<file path="config.mk">
export PLATFORM = sky130hd
export DESIGN_NAME = led_ind_top
export DESIGN_NICKNAME = d
export VERILOG_FILES = /design/src/rtl/led_ind_pkg.sv /design/src/rtl/led_flash_timer.sv /design/src/rtl/led_strap_window.sv /design/src/rtl/led_mode_sel.sv /design/src/rtl/led_ind_top.sv
export SDC_FILE = /design/constraint.sdc
export NUM_CORES = 1
export LEC_CHECK = 0
export BUFFER_PORTS_ARGS = -buffer_cell sky130_fd_sc_hd__buf_4
export CORE_MARGIN = 10
export CORE_UTILIZATION = 50
export CTS_BUF_LIST = sky130_fd_sc_hd__clkbuf_2 sky130_fd_sc_hd__clkbuf_4 sky130_fd_sc_hd__clkbuf_8
export CTS_CLUSTER_SIZE = 28
export DETAILED_ROUTE_END_ITERATION = 7
export GPL_ROUTABILITY_DRIVEN = 0
export PLACE_DENSITY = 0.8
export SYNTH_ARGS = -nofsm -noshare
export SYNTH_HDL_FRONTEND = slang
export SYNTH_SLANG_ARGS = --single-unit
</file>
<file path="constraint.sdc">
create_clock -name clk_i -period 1.7 [get_ports clk_i]
set_input_delay 0.255 -clock clk_i [delete_from_list [all_inputs] [get_ports clk_i]]
set_output_delay 0.255 -clock clk_i [all_outputs]
set_load 0.02 [all_outputs]
</file>
<file path="src/rtl/led_ind_pkg.sv">
package led_ind_pkg;

    typedef enum logic [2:0] {
        LM_LINK  = 3'd0,
        LM_DUPLX = 3'd1,
        LM_ON    = 3'd2,
        LM_OFF   = 3'd3,
        LM_FLASH = 3'd4
    } led_mode_e;

    localparam int unsigned MODE_W = 3;

endpackage

</file>
<file path="src/rtl/led_flash_timer.sv">
module led_flash_timer #(
    parameter int unsigned HALF_CYCLES = 1_000_000
) (
    input  logic clk_i,
    input  logic rst_n_i,
    output logic lit_o
);
    localparam int unsigned CW = $clog2(HALF_CYCLES + 1);
    localparam logic [CW-1:0] LAST = CW'(HALF_CYCLES - 1);

    typedef struct packed {
        logic [CW-1:0] cnt;
        logic          lit;
    } tmr_st_t;

    tmr_st_t st_d, st_q;

    always_comb begin
        st_d = st_q;
        if (st_q.cnt == LAST) begin
            st_d.cnt = '0;
            st_d.lit = ~st_q.lit;
        end else begin
            st_d.cnt = st_q.cnt + 1'b1;
        end
    end

    always_ff @(posedge clk_i or negedge rst_n_i) begin
        if (!rst_n_i) begin
            st_q.cnt <= '0;
            st_q.lit <= 1'b1;
        end else begin
            st_q <= st_d;
        end
    end

    assign lit_o = st_q.lit;


    flash_toggle_at_wrap_chk: assert property (@(posedge clk_i) disable iff (!rst_n_i)
        !$stable(st_q.lit) |-> ($past(st_q.cnt) == LAST));


    flash_cnt_range_chk: assert property (@(posedge clk_i) disable iff (!rst_n_i)
        st_q.cnt <= LAST);

endmodule

</file>
<file path="src/rtl/led_strap_window.sv">
module led_strap_window #(
    parameter int unsigned HOLD_CYCLES = 1024
) (
    input  logic clk_i,
    input  logic rst_n_i,
    output logic busy_o
);
    localparam int unsigned CW = $clog2(HOLD_CYCLES + 1);
    localparam logic [CW-1:0] DONE = CW'(HOLD_CYCLES);

    typedef struct packed {
        logic [CW-1:0] cnt;
    } win_st_t;

    win_st_t st_d, st_q;

    always_comb begin
        st_d = st_q;
        if (st_q.cnt != DONE) begin
            st_d.cnt = st_q.cnt + 1'b1;
        end
    end

    always_ff @(posedge clk_i or negedge rst_n_i) begin
        if (!rst_n_i) begin
            st_q.cnt <= '0;
        end else begin
            st_q <= st_d;
        end
    end

    assign busy_o = (st_q.cnt != DONE);


    strap_once_chk: assert property (@(posedge clk_i) disable iff (!rst_n_i)
        !busy_o |=> !busy_o);

endmodule

</file>
<file path="src/rtl/led_mode_sel.sv">
module led_mode_sel
    import led_ind_pkg::*;
(
    input  logic [MODE_W-1:0] mode_i,
    input  logic              link_i,
    input  logic              dup_i,
    input  logic              flash_lit_i,
    output logic              want_on_o
);
    always_comb begin
        case (mode_i)
            LM_LINK:  want_on_o = link_i;
            LM_DUPLX: want_on_o = dup_i;
            LM_ON:    want_on_o = 1'b1;
            LM_FLASH: want_on_o = flash_lit_i;
            default:  want_on_o = 1'b0;
        endcase
    end
endmodule

</file>
<file path="src/rtl/led_ind_top.sv">
module led_ind_top
    import led_ind_pkg::*;
#(
    parameter int unsigned NUM_CH            = 4,
    parameter int unsigned BLINK_HALF_CYCLES = 1_000_000,
    parameter int unsigned STRAP_CYCLES      = 1024
) (
    input  logic                       clk_i,
    input  logic                       rst_n_i,
    input  logic                       pwrdn_i,
    input  logic                       glb_sel_en_i,
    input  logic [MODE_W-1:0]          glb_sel_i,
    input  logic [NUM_CH*MODE_W-1:0]   ch_sel_i,
    input  logic [NUM_CH-1:0]          link_up_i,
    input  logic [NUM_CH-1:0]          full_dup_i,
    output logic [NUM_CH-1:0]          led_drive_o
);
    typedef struct packed {
        logic [NUM_CH-1:0] drive;
    } top_st_t;

    top_st_t st_d, st_q;

    logic                    flash_lit;
    logic                    strap_busy;
    logic [NUM_CH-1:0]       want_on;
    logic [MODE_W-1:0]       eff_mode [NUM_CH];

    led_flash_timer #(
        .HALF_CYCLES (BLINK_HALF_CYCLES)
    ) u_flash (
        .clk_i   (clk_i),
        .rst_n_i (rst_n_i),
        .lit_o   (flash_lit)
    );

    led_strap_window #(
        .HOLD_CYCLES (STRAP_CYCLES)
    ) u_strap (
        .clk_i   (clk_i),
        .rst_n_i (rst_n_i),
        .busy_o  (strap_busy)
    );

    for (genvar n = 0; n < NUM_CH; n++) begin : g_ch
        assign eff_mode[n] = glb_sel_en_i ? glb_sel_i : ch_sel_i[n*MODE_W +: MODE_W];

        led_mode_sel u_sel (
            .mode_i      (eff_mode[n]),
            .link_i      (link_up_i[n]),
            .dup_i       (full_dup_i[n]),
            .flash_lit_i (flash_lit),
            .want_on_o   (want_on[n])
        );


        forced_on_chk: assert property (@(posedge clk_i) disable iff (!rst_n_i)
            (!strap_busy && !pwrdn_i && eff_mode[n] == LM_ON) |=> led_drive_o[n]);


        reserved_off_chk: assert property (@(posedge clk_i) disable iff (!rst_n_i)
            (eff_mode[n] > LM_FLASH || eff_mode[n] == LM_OFF) |=> !led_drive_o[n]);


        link_follow_chk: assert property (@(posedge clk_i) disable iff (!rst_n_i)
            (!strap_busy && !pwrdn_i && eff_mode[n] == LM_LINK)
                |=> (led_drive_o[n] == $past(link_up_i[n])));


        flash_lockstep_chk: assert property (@(posedge clk_i) disable iff (!rst_n_i)
            (!strap_busy && !pwrdn_i && eff_mode[n] == LM_FLASH)
                |=> (led_drive_o[n] == $past(flash_lit)));
    end

    always_comb begin
        st_d = st_q;
        if (strap_busy || pwrdn_i) begin
            st_d.drive = '0;
        end else begin
            st_d.drive = want_on;
        end
    end

    always_ff @(posedge clk_i or negedge rst_n_i) begin
        if (!rst_n_i) begin
            st_q.drive <= '0;
        end else begin
            st_q <= st_d;
        end
    end

    assign led_drive_o = st_q.drive;


    pwrdn_release_chk: assert property (@(posedge clk_i) disable iff (!rst_n_i)
        pwrdn_i |=> (led_drive_o == '0));


    strap_release_chk: assert property (@(posedge clk_i) disable iff (!rst_n_i)
        strap_busy |=> (led_drive_o == '0));

endmodule

</file>
Word level (Yosys, flattened, before mapping). Index checks and enable logic that the tools add are counted.

Register bits after elaboration: 36. Input bits: 27. Output and inout port bits: 4. Word-level logic and storage cells: 36.

Add/subtract/negate cells: 2. Equality and inequality tests: 14. Muxes and demuxes: 10. Bitwise gates (word level): 1. Reductions and logical operators: 5.

Operators by type and width (number): $add 20x1->20 const B (1); $eq 20x20->1 const B (1); $mux 20 (1); $pmux 1 s4 (4); $eq 3x1->1 const B (4); $eq 3x2->1 const B (4); $eq 3x3->1 const B (4); $logic_not 3->1 (4); $mux 3 (4); $add 11x1->11 const B (1); $ne 11x11->1 const B (1); $mux 4 (1); $logic_or 1x1->1 (1); $not 1->1 (1).

Depth between registers and ports, before layout. Gate-level depths: netlist of the first run.

Depth after elaboration: 4. Mapped depth: 7. Gate-level depth less buffers: 6.

Cells and area by module. A second synthesis of the first run with hierarchy kept.

Cell total of the unflattened synthesis: 189. Area, all modules: 2006.9 µm².

By module, submodules not included: led_flash_timer (times used 1, cells each 95, area each 1039.7 µm², sequential area each 526.8 µm²); led_strap_window (times used 1, cells each 45, area each 528.0 µm², sequential area each 275.3 µm²); led_ind_top (times used 1, cells each 21, area each 314.1 µm², sequential area each 100.1 µm²); led_mode_sel (times used 4, cells each 7, area each 31.3 µm², sequential area each 0.0 µm²).

Worst setup path before layout of the first run. No wires, ideal clock.

Kind: reg-to-reg. From: register u_flash.st_q[1] (netlist bit). To: register u_flash.st_q[19] (netlist bit). Library setup time: 73 ps. Data arrival time: 1609 ps. Data required time: 1627 ps. Path slack: 18 ps. Cell stages (with the launch flop): 7. Buffers on the path: 1. Clock period less this slack: 1682 ps. Cells stage by stage: dfrtp_1 ha_1 and4_1 buf_6 nand3_4 or4_4 a21oi_2.

RTL lines: start: declaration (line led_flash_timer.sv:16) `tmr_st_t st_d, st_q;`; start signal: assignment (line led_flash_timer.sv:33) `st_q <= st_d;`.

==> results.yml, run 1 <==
worst_setup_path:
  critical_path_class: "flip-flop to flip-flop"
  cp_num_buf_inv: 0
  crit_start: "u_flash.st_q[1]$_DFF_PN0_"
  worst_path_dominant_cell_family: "simple AND/OR/NAND/NOR gates"
  crit_fanout: 4
  crit_path_top_delay_cell: "or4_4"
  cp.arrival_ps: 1840
  reg2reg_from: "u_flash.st_q[1]$_DFF_PN0_"
  crit_chain: "ha_1, and4_2, nand3_4, or4_4, a21oi_2"
  crit_required_ps: 1910
  end_kind: "flip-flop"
  critPathMaxStageDelay_ps: 530
  start_kind: "flip-flop"
floorplan:
  die_w_um: 82.9
  fp.coreArea_sq_mm: 0.00374
  start_util_pct: 52.9
  row_count: 22
  die_h_um: 82.9
  io_pins: 31
  design.die.area_sq_mm: 0.00688
layout:
  syn2layout_area_growth_pct: 21.6
  final_cells: 290
  final_common_cell: "buf_4"
  final_cell_mix: "buf_4, dfrtp_1, nor2_1"
  finalNetCount: 271
  drive_above_1_share_pct: 26.0
  design_area_sq_mm: 0.00241
  n_antenna_cell: 0
  fill_cells: 334
synth:
  netlist_area_sq_mm: 0.00198
  syn_avg_cell_area_sq_um: 9.85
  synth_seq_cells: 36
  yosysSeqAreaShare_pct: 45.6
  yosys_warnings: 0
  synth.distinct_cells: 44
  ys_async_sr_fraction_pct: 100
  syn_nets: 231
  ys.flop_type: "dfrtp_1"
  synth_cells: 201
  synth_edf_count: 0
pwr:
  p_seq_share_pct: 49.6
  p_int_mw: 1.36
  leakagePower_nw: 1.11
  power.density_mw_per_mm2: 717
  clkPwrFrac_pct: 42.7
  peakVddDrop_mv: 0.444
  p_switching_uw: 369
  switching_share_pct: 21.4
  comb_power_share_pct: 7.7
flow_run:
  cap_violations: 0
placement:
  placed_cells: 280
  placed_area_sq_mm: 0.00227
  dpl.hpwl_um: 3000
  numPortBuffers: 30
sta:
  whs_ps: 248
  tightest_slew_ps: 442
  setup_viol: 0
  fin_crit_sh_pct: 96.0
  slew_viol_final: 0
  hold_violations: 0
  fmax_mhz: 613
  max-slew-margin-rel_pct: 70.5
  min_period_ps: 1630
  fin_worst_skew_ps: 4.88
hold_path:
  min_path_type: "input port to flip-flop"
  worstHoldStart: "full_dup_i[3]"
global_routing:
  antenna_found_initial: 0
  grtUsageTotal_pct: 12.1
  gr-total-overflow: 0
  grt_max_degree: 37
  grt_pass1_vias: 1601
  grt_pass1_wl_um: 7220
drt:
  firstDrtPassIters: 4
  vias: 1581
  wire_per_inst_um: 13.9
  drc: 0
  wirelength_um: 4030
  drt_iter0_drc: 37
  antenna_left: 0
  vias_per_cell: 5.45
cts:
  insertion_delay_ps: 280
  ctsRootBufferMaster: "clkbuf_8"
  cts_buffer_depth: 2
  cts_made_buffers: 5
  cts_htree_levels: 2
  clock-sinks: 36
  cts_tree: "yes"
  path_clk_slew_ps: 70
status:
  status: "finished clean"
-- layout make-up --
| class | instances | area, sq um | share of cell area, % |
|---|---|---|---|
| Timing Repair Buffer | 38 | 288 | 12.0 |
| Clock buffer | 5 | 68.8 | 2.86 |
| Tap cell | 48 | 60.1 | 2.49 |
| Inverter | 8 | 30.0 | 1.25 |
| Multi-Input combinational cell | 152 | 1020 | 42.2 |
| Sequential cell | 36 | 902 | 37.5 |
| Clock inverter | 3 | 42.5 | 1.77 |
-- state kept, by name, summed over array words and instances, names as in the netlist --
name	count
u_strap.st_q	11
u_flash.st_q	20
led_drive_o	4
u_flash.lit_o	1
-- stage by stage --
stage	TNS, ps	setup slack (ps)	total power [mW]	utilization, %
after floorplan	0	18.1	0.932	-
after global placement	0	100	1.00	60.6
after detailed placement	0	24.7	1.01	60.6
after CTS	0	8.31	1.75	63.8
after global routing	-0.267	-0.267	1.80	64.3
final	0	68.4	1.73	64.3
-- power groups by stage --
| stage | combinational [mW] | sequential [mW] | clock, mW |
|---|---|---|---|
| final | 0.133 | 0.856 | 0.738 |
| after CTS | 0.135 | 0.856 | 0.758 |
| after floorplan | 0.0588 | 0.873 | 0 |
| after global placement | 0.130 | 0.873 | 0 |
| after detailed placement | 0.133 | 0.873 | 0 |
| after global routing | 0.150 | 0.855 | 0.798 |
-- path summary, 6_finish.rpt --
path | end | slack, ps | cells after the start
setup / recovery | u_flash.st_q[19]$_DFF_PN0_ | 70 | 5
hold / removal | led_drive_o[3]$_DFF_PN0_ | 250 | 3
setup reg to reg | u_flash.st_q[19]$_DFF_PN0_ | 70 | 5
hold reg to reg | u_strap.st_q[9]$_DFFE_PN0P_ | 500 | 1
max in group asynchronous | u_flash.lit_o$_DFFE_PN1N_ | 910 | 2
min in group asynchronous | u_flash.st_q[7]$_DFF_PN0_ | 460 | 2
-- synthesized netlist by cell type, drive strengths merged (2+ instances only) --
cell type | number | area (sq um)
buf | 4 | 37.5
a21oi | 8 | 43.8
or3b | 2 | 17.5
nand4b | 4 | 35.0
ha | 3 | 37.5
nor4 | 3 | 18.8
o21ai | 11 | 55.1
dfrtp | 35 | 876
and3 | 5 | 32.5
a311oi | 2 | 17.5
inv | 8 | 30.0
nor4b | 2 | 17.5
a211oi | 2 | 15.0
or3 | 2 | 12.5
and4 | 4 | 38.8
nor2 | 23 | 86.3
xor2 | 12 | 105
xnor2 | 13 | 114
nand4 | 8 | 50.1
and2 | 2 | 13.8
nor3 | 4 | 20.0
mux2 | 6 | 67.6
nand3 | 10 | 62.6
nand2 | 15 | 56.3
-- worst min-delay path, cell delays in order --
cell      delay, ps
buf_4           100
o21ai_0          60
a211oi_1         70
-- logic make-up after synthesis --
group / after synthesis / synth area share [%]
buf+inv: 13 / 3.60
mux: 7 / 3.92
flops: 36 / 45.6
compound gates: 29 / 8.91
fa+ha+maj: 3 / 1.90
xor+xnor: 25 / 11.1
simple gates: 88 / 25.0
-- repair_timing --
item,in CTS,in global routing
hold buffers,1,0
hold endpoints to repair,35,0
endpoints found under the setup margin,0,5
buffers inserted,0,1
resized for setup,0,3
-- per-layer routing --
layer / vias up / track usage, % / part of all wire, %
met5: - / 0 / 0
met4: 0 / 4.15 / 1.7
met3: 8 / 4.39 / 4.9
met2: 27 / 20.2 / 51
met1: 747 / 13.8 / 42
li1: 799 / - / -
Power figures use the tool's default switching activity.
==> run 2: changes to the inputs <==
Settings changed: CORE_UTILIZATION 50 to 53, PLACE_DENSITY 0.8 to 0.83.
==> results.yml, run 2 (synthesis results as in run 1) <==
cts:
  cts_buffer_depth: 2
  cts_htree_levels: 2
  clock-sinks: 36
  cts_made_buffers: 5
  cts_tree: "yes"
  ctsRootBufferMaster: "clkbuf_8"
  insertion_delay_ps: 290
  path_clk_slew_ps: 70
pwr:
  leakagePower_nw: 1.10
  power.density_mw_per_mm2: 725
  power_mw: 1.75
  peakVddDrop_mv: 0.588
worst_setup_path:
  crit_path_top_delay_cell: "or3b_2"
  end_kind: "flip-flop"
  worst_path_dominant_cell_family: "simple AND/OR/NAND/NOR gates"
  critical_path_class: "flip-flop to flip-flop"
  crit_cells: 3
  cp_num_buf_inv: 0
  crit_chain: "nor4_2, or3b_2, a311oi_1"
  r2r_cells: 3
  critPathMaxStageDelay_ps: 540
  cp.arrival_ps: 1810
  crit_fanout: 4
  r2r_slack_ps: 70
  crit_required_ps: 1880
  start_kind: "flip-flop"
sta:
  fin_crit_sh_pct: 96.2
  slew_viol_final: 0
  setup_viol: 0
  fin_worst_skew_ps: 8.51
  rsz0062_at_grt: "false"
  fmax_mhz: 612
  max-slew-margin-rel_pct: 70.1
  hold_violations: 0
  min_period_ps: 1630
  setup-tns-final_ps: 0
  tightest_slew_ps: 449
layout:
  final_cell_mix: "buf_4, dfrtp_1, nor2_1"
  finalNetCount: 270
  final_common_cell: "buf_4"
  n_antenna_cell: 0
  top_register: "u_flash.st_q"
  syn2layout_area_growth_pct: 21.6
  largest_reg_flops: 20
  drive_above_1_share_pct: 27.0
flow_run:
  cap_violations: 0
global_routing:
  grtUsageTotal_pct: 13.8
  grt_pass1_vias: 1532
  gr-total-overflow: 0
  antenna_found_initial: 0
  grt_pass1_wl_um: 7120
  grt_max_degree: 37
drt:
  firstDrtPassIters: 4
  antenna_left: 0
  drc: 0
  wirelength_um: 4270
  wire_per_inst_um: 14.8
  vias_per_cell: 5.53
  drt_iter0_drc: 95
  vias: 1598
floorplan:
  io_pins: 31
  start_util_pct: 54.5
  die_h_um: 81.1
  design.die.area_sq_mm: 0.00658
  fp.coreArea_sq_mm: 0.00363
  row_count: 22
  die_w_um: 81.1
placement:
  dpl.hpwl_um: 3120
  numPortBuffers: 30
status:
  status: "finished clean"
hold_path:
  whs_path_depth: 3
  min_path_type: "input port to flip-flop"
run 2: cell count changes in the layout (fill, tap and decap cells not counted), sizes merged:
cell      before  now
buf           37   36
clkbuf         5    6
clkinvlp       1    0
run 2: metrics by stage:
| step | instances | setup slack (ps) | hold slack, ps | area (sq um) | util (%) |
|---|---|---|---|---|---|
| after floorplan | 201 | 18.1 | -40.6 | 1980 | - |
| after global placement | 278 | 86.7 | 231 | 2250 | 62.0 |
| after detailed placement | 278 | 3.74 | 234 | 2250 | 62.0 |
| after CTS | 287 | 22.6 | 257 | 2370 | 65.4 |
| after global routing | 289 | 0.478 | 274 | 2410 | 66.3 |
| final | 289 | 65.1 | 259 | 2410 | 66.3 |
run 2: worst paths after layout:
kind	startpoint	end
max	u_strap.st_q[7]$_DFFE_PN0P_	led_drive_o[1]$_DFF_PN0_
min	full_dup_i[0]	led_drive_o[0]$_DFF_PN0_
max reg2reg	u_strap.st_q[7]$_DFFE_PN0P_	led_drive_o[1]$_DFF_PN0_
min reg2reg	u_strap.st_q[8]$_DFFE_PN0P_	u_strap.st_q[8]$_DFFE_PN0P_
max in group asynchronous	rst_n_i	u_flash.st_q[10]$_DFF_PN0_
min in group asynchronous	rst_n_i	u_flash.st_q[20]$_DFF_PN0_
run 2: power by group:
part | switching (mW) | total (mW) | leakage [nW] | internal (mW)
registers | 0 | 0.856 | 0.467 | 0.856
logic | 0.0672 | 0.135 | 0.578 | 0.0677
clock network | 0.303 | 0.754 | 0.0586 | 0.451
run 2: worst reg2reg max path: stages, from the launching register on:
cell      delay [ps]
dfrtp_1          420
nor4_2           320
or3b_2           540
a311oi_1         260
run 2: timing repair:
item | CTS | global route
hold buffers | 1 | 0
hold endpoints to repair | 35 | 0
setup endpoints to repair | 0 | 9
resized for setup | 0 | 6
setup buffers | 0 | 2
run 2: area by class of cell:
| class | count | area [sq um] |
|---|---|---|
| Fill cell | 305 | 1230 |
| Multi-Input combinational cell | 152 | 1020 |
| Sequential cell | 36 | 905 |
| Timing Repair Buffer | 37 | 280 |
| Clock buffer | 6 | 76.3 |
| Tap cell | 48 | 60.1 |
| Clock inverter | 2 | 35.0 |
| Inverter | 8 | 30.0 |
run 2: routing by layer:
metal | wire length, um | up-vias | track usage, %
met1 | 1870 | 773 | 16.0
met2 | 2240 | 20 | 23.6
met4 | 51 | 0 | 4.15
li1 | - | 799 | -
met5 | 0 | - | 0
met3 | 118 | 6 | 4.42
==> run 3: changes to the inputs <==
Settings changed: PLACE_DENSITY 0.83 to 0.8.
Clock period 1.7 ns to 2.1 ns, I/O delays scaled along.
==> results.yml, run 3 (synthesis results as in run 1) <==
sta:
  slew_viol_final: 0
  fmax_mhz: 541
  fin_ws_ps: 250
  fin_worst_skew_ps: 5.87
  max-slew-margin-rel_pct: 70.9
  tightest_slew_ps: 433
  rsz0062_at_grt: "false"
  setup_viol: 0
  hold_violations: 0
  fin_crit_sh_pct: 88.1
  min_period_ps: 1850
  setup-tns-final_ps: 0
  whs_ps: 320
flow_run:
  cap_violations: 0
hold_path:
  min_to: "led_drive_o[3]$_DFF_PN0_"
  worstHoldStart: "full_dup_i[3]"
  min_path_type: "input port to flip-flop"
  whs_path_depth: 3
worst_setup_path:
  r2r_cells: 5
  cp.arrival_ps: 2070
  reg2reg_from: "u_flash.st_q[1]$_DFF_PN0_"
  crit_required_ps: 2320
  critical_path_class: "flip-flop to flip-flop"
  end_kind: "flip-flop"
  r2r-end: "u_flash.st_q[19]$_DFF_PN0_"
  r2r_slack_ps: 250
  start_kind: "flip-flop"
  crit_fanout: 6
global_routing:
  gr-total-overflow: 0
  grt_pass1_wl_um: 7120
  antenna_found_initial: 0
  grt_pass1_vias: 1609
  grtUsageTotal_pct: 13.6
  grt_max_degree: 37
drt:
  dr_wl_met3_um: 209
  dr_wl_met2_um: 2100
  wl_met1_um: 1700
  vias: 1607
  drc: 0
  antenna_left: 0
  drt_iter0_drc: 94
  highest_layer: "met4"
  firstDrtPassIters: 6
  vias_per_cell: 5.66
  wirelength_um: 4050
  wire_per_inst_um: 14.2
cts:
  insertion_delay_ps: 280
  path_clk_slew_ps: 70
  post_cts_buffers: 0
  cts_buffer_depth: 2
  cts_made_buffers: 5
  ctsRootBufferMaster: "clkbuf_8"
  cts_htree_levels: 2
  cts_tree: "yes"
  ctsResizeCount: 0
  clock-sinks: 36
floorplan:
  fp.coreArea_sq_mm: 0.00363
  die_h_um: 81.1
  design.die.area_sq_mm: 0.00658
  die_w_um: 81.1
  row_count: 22
  io_pins: 31
  start_util_pct: 54.5
pwr:
  p_seq_share_pct: 49.4
  peakVddDrop_mv: 0.403
  p_switching_uw: 291
  comb_power_share_pct: 7.7
  clkPwrFrac_pct: 42.9
  power.density_mw_per_mm2: 597
  p_int_mw: 1.11
  switching_share_pct: 20.7
  leakagePower_nw: 1.08
layout:
  multiInputGateArea_sq_mm: 0.00101
  drive_above_1_share_pct: 23.3
  fill_cells: 320
  final_common_cell: "dfrtp_1"
  n_antenna_cell: 0
  finalNetCount: 265
  ff_latch_area_sq_um: 902
  final_cells: 284
  largest_reg_flops: 20
  design_area_sq_mm: 0.00235
  top_register: "u_flash.st_q"
  final_cell_mix: "dfrtp_1, buf_4, nor2_1"
  syn2layout_area_growth_pct: 18.8
placement:
  pre_cts_ws_ps: 273
  numPortBuffers: 30
  placed_cells: 275
  placed_area_sq_mm: 0.00223
  dpl.hpwl_um: 3070
status:
  status: "finished clean"
[run 3: changes by cell type in the layout (fill, tap and decap cells not counted), sizes merged]
cell and change:
buf -5
[run 3: how the worst max path moves through the flow]
stage | from | endpoint
2_1_floorplan | u_flash.st_q[1]$_DFF_PN0_ | u_flash.st_q[19]$_DFF_PN0_
3_3_place_gp | u_flash.st_q[1]$_DFF_PN0_ | u_flash.st_q[19]$_DFF_PN0_
3_5_place_dp | u_flash.st_q[1]$_DFF_PN0_ | u_flash.st_q[19]$_DFF_PN0_
4_1_cts | u_flash.st_q[1]$_DFF_PN0_ | u_flash.st_q[19]$_DFF_PN0_
5_1_grt | u_flash.st_q[1]$_DFF_PN0_ | u_flash.st_q[19]$_DFF_PN0_
6_report | u_flash.st_q[1]$_DFF_PN0_ | u_flash.st_q[19]$_DFF_PN0_
[run 3: power by group through the flow]
stage / registers, mW / logic, mW / clock network [mW]
after detailed placement: 0.706 / 0.108 / 0
final: 0.693 / 0.108 / 0.603
after CTS: 0.693 / 0.109 / 0.620
after global routing: 0.693 / 0.121 / 0.655
after floorplan: 0.707 / 0.0476 / 0
after global placement: 0.706 / 0.105 / 0
[run 3: area by class of cell]
| class | count | share of cell area [%] |
|---|---|---|
| Tap cell | 48 | 2.55 |
| Clock inverter | 2 | 1.49 |
| Timing Repair Buffer | 32 | 10.3 |
| Multi-Input combinational cell | 152 | 42.8 |
| Sequential cell | 36 | 38.4 |
| Inverter | 8 | 1.28 |
| Clock buffer | 6 | 3.24 |
[run 3: layer usage]
layer / up-vias / global-route usage, %
li1: 785 / -
met1: 781 / 15.2
met2: 35 / 23.9
met3: 6 / 5.30
met4: 0 / 3.11
met5: - / 0
[run 3: timing repair]
action | 4_1_cts | 5_1_grt
endpoints found under the hold margin | 35 | 0
hold buffers | 1 | 0
endpoints found under the setup margin | 0 | 0
[run 3: through the flow]
stage | util, % | power, mW
floorplan | - | 0.754
global placement | 61.4 | 0.812
detailed placement | 61.4 | 0.814
CTS | 64.7 | 1.42
global route | 64.7 | 1.47
finish | 64.7 | 1.40
[run 3: worst max-delay path, stage by stage (launching register included)]
cell and delay, ps:
dfrtp_1 420, ha_1 220, and4_1 360, nand3_4 120, or4_4 530, a21oi_2 140
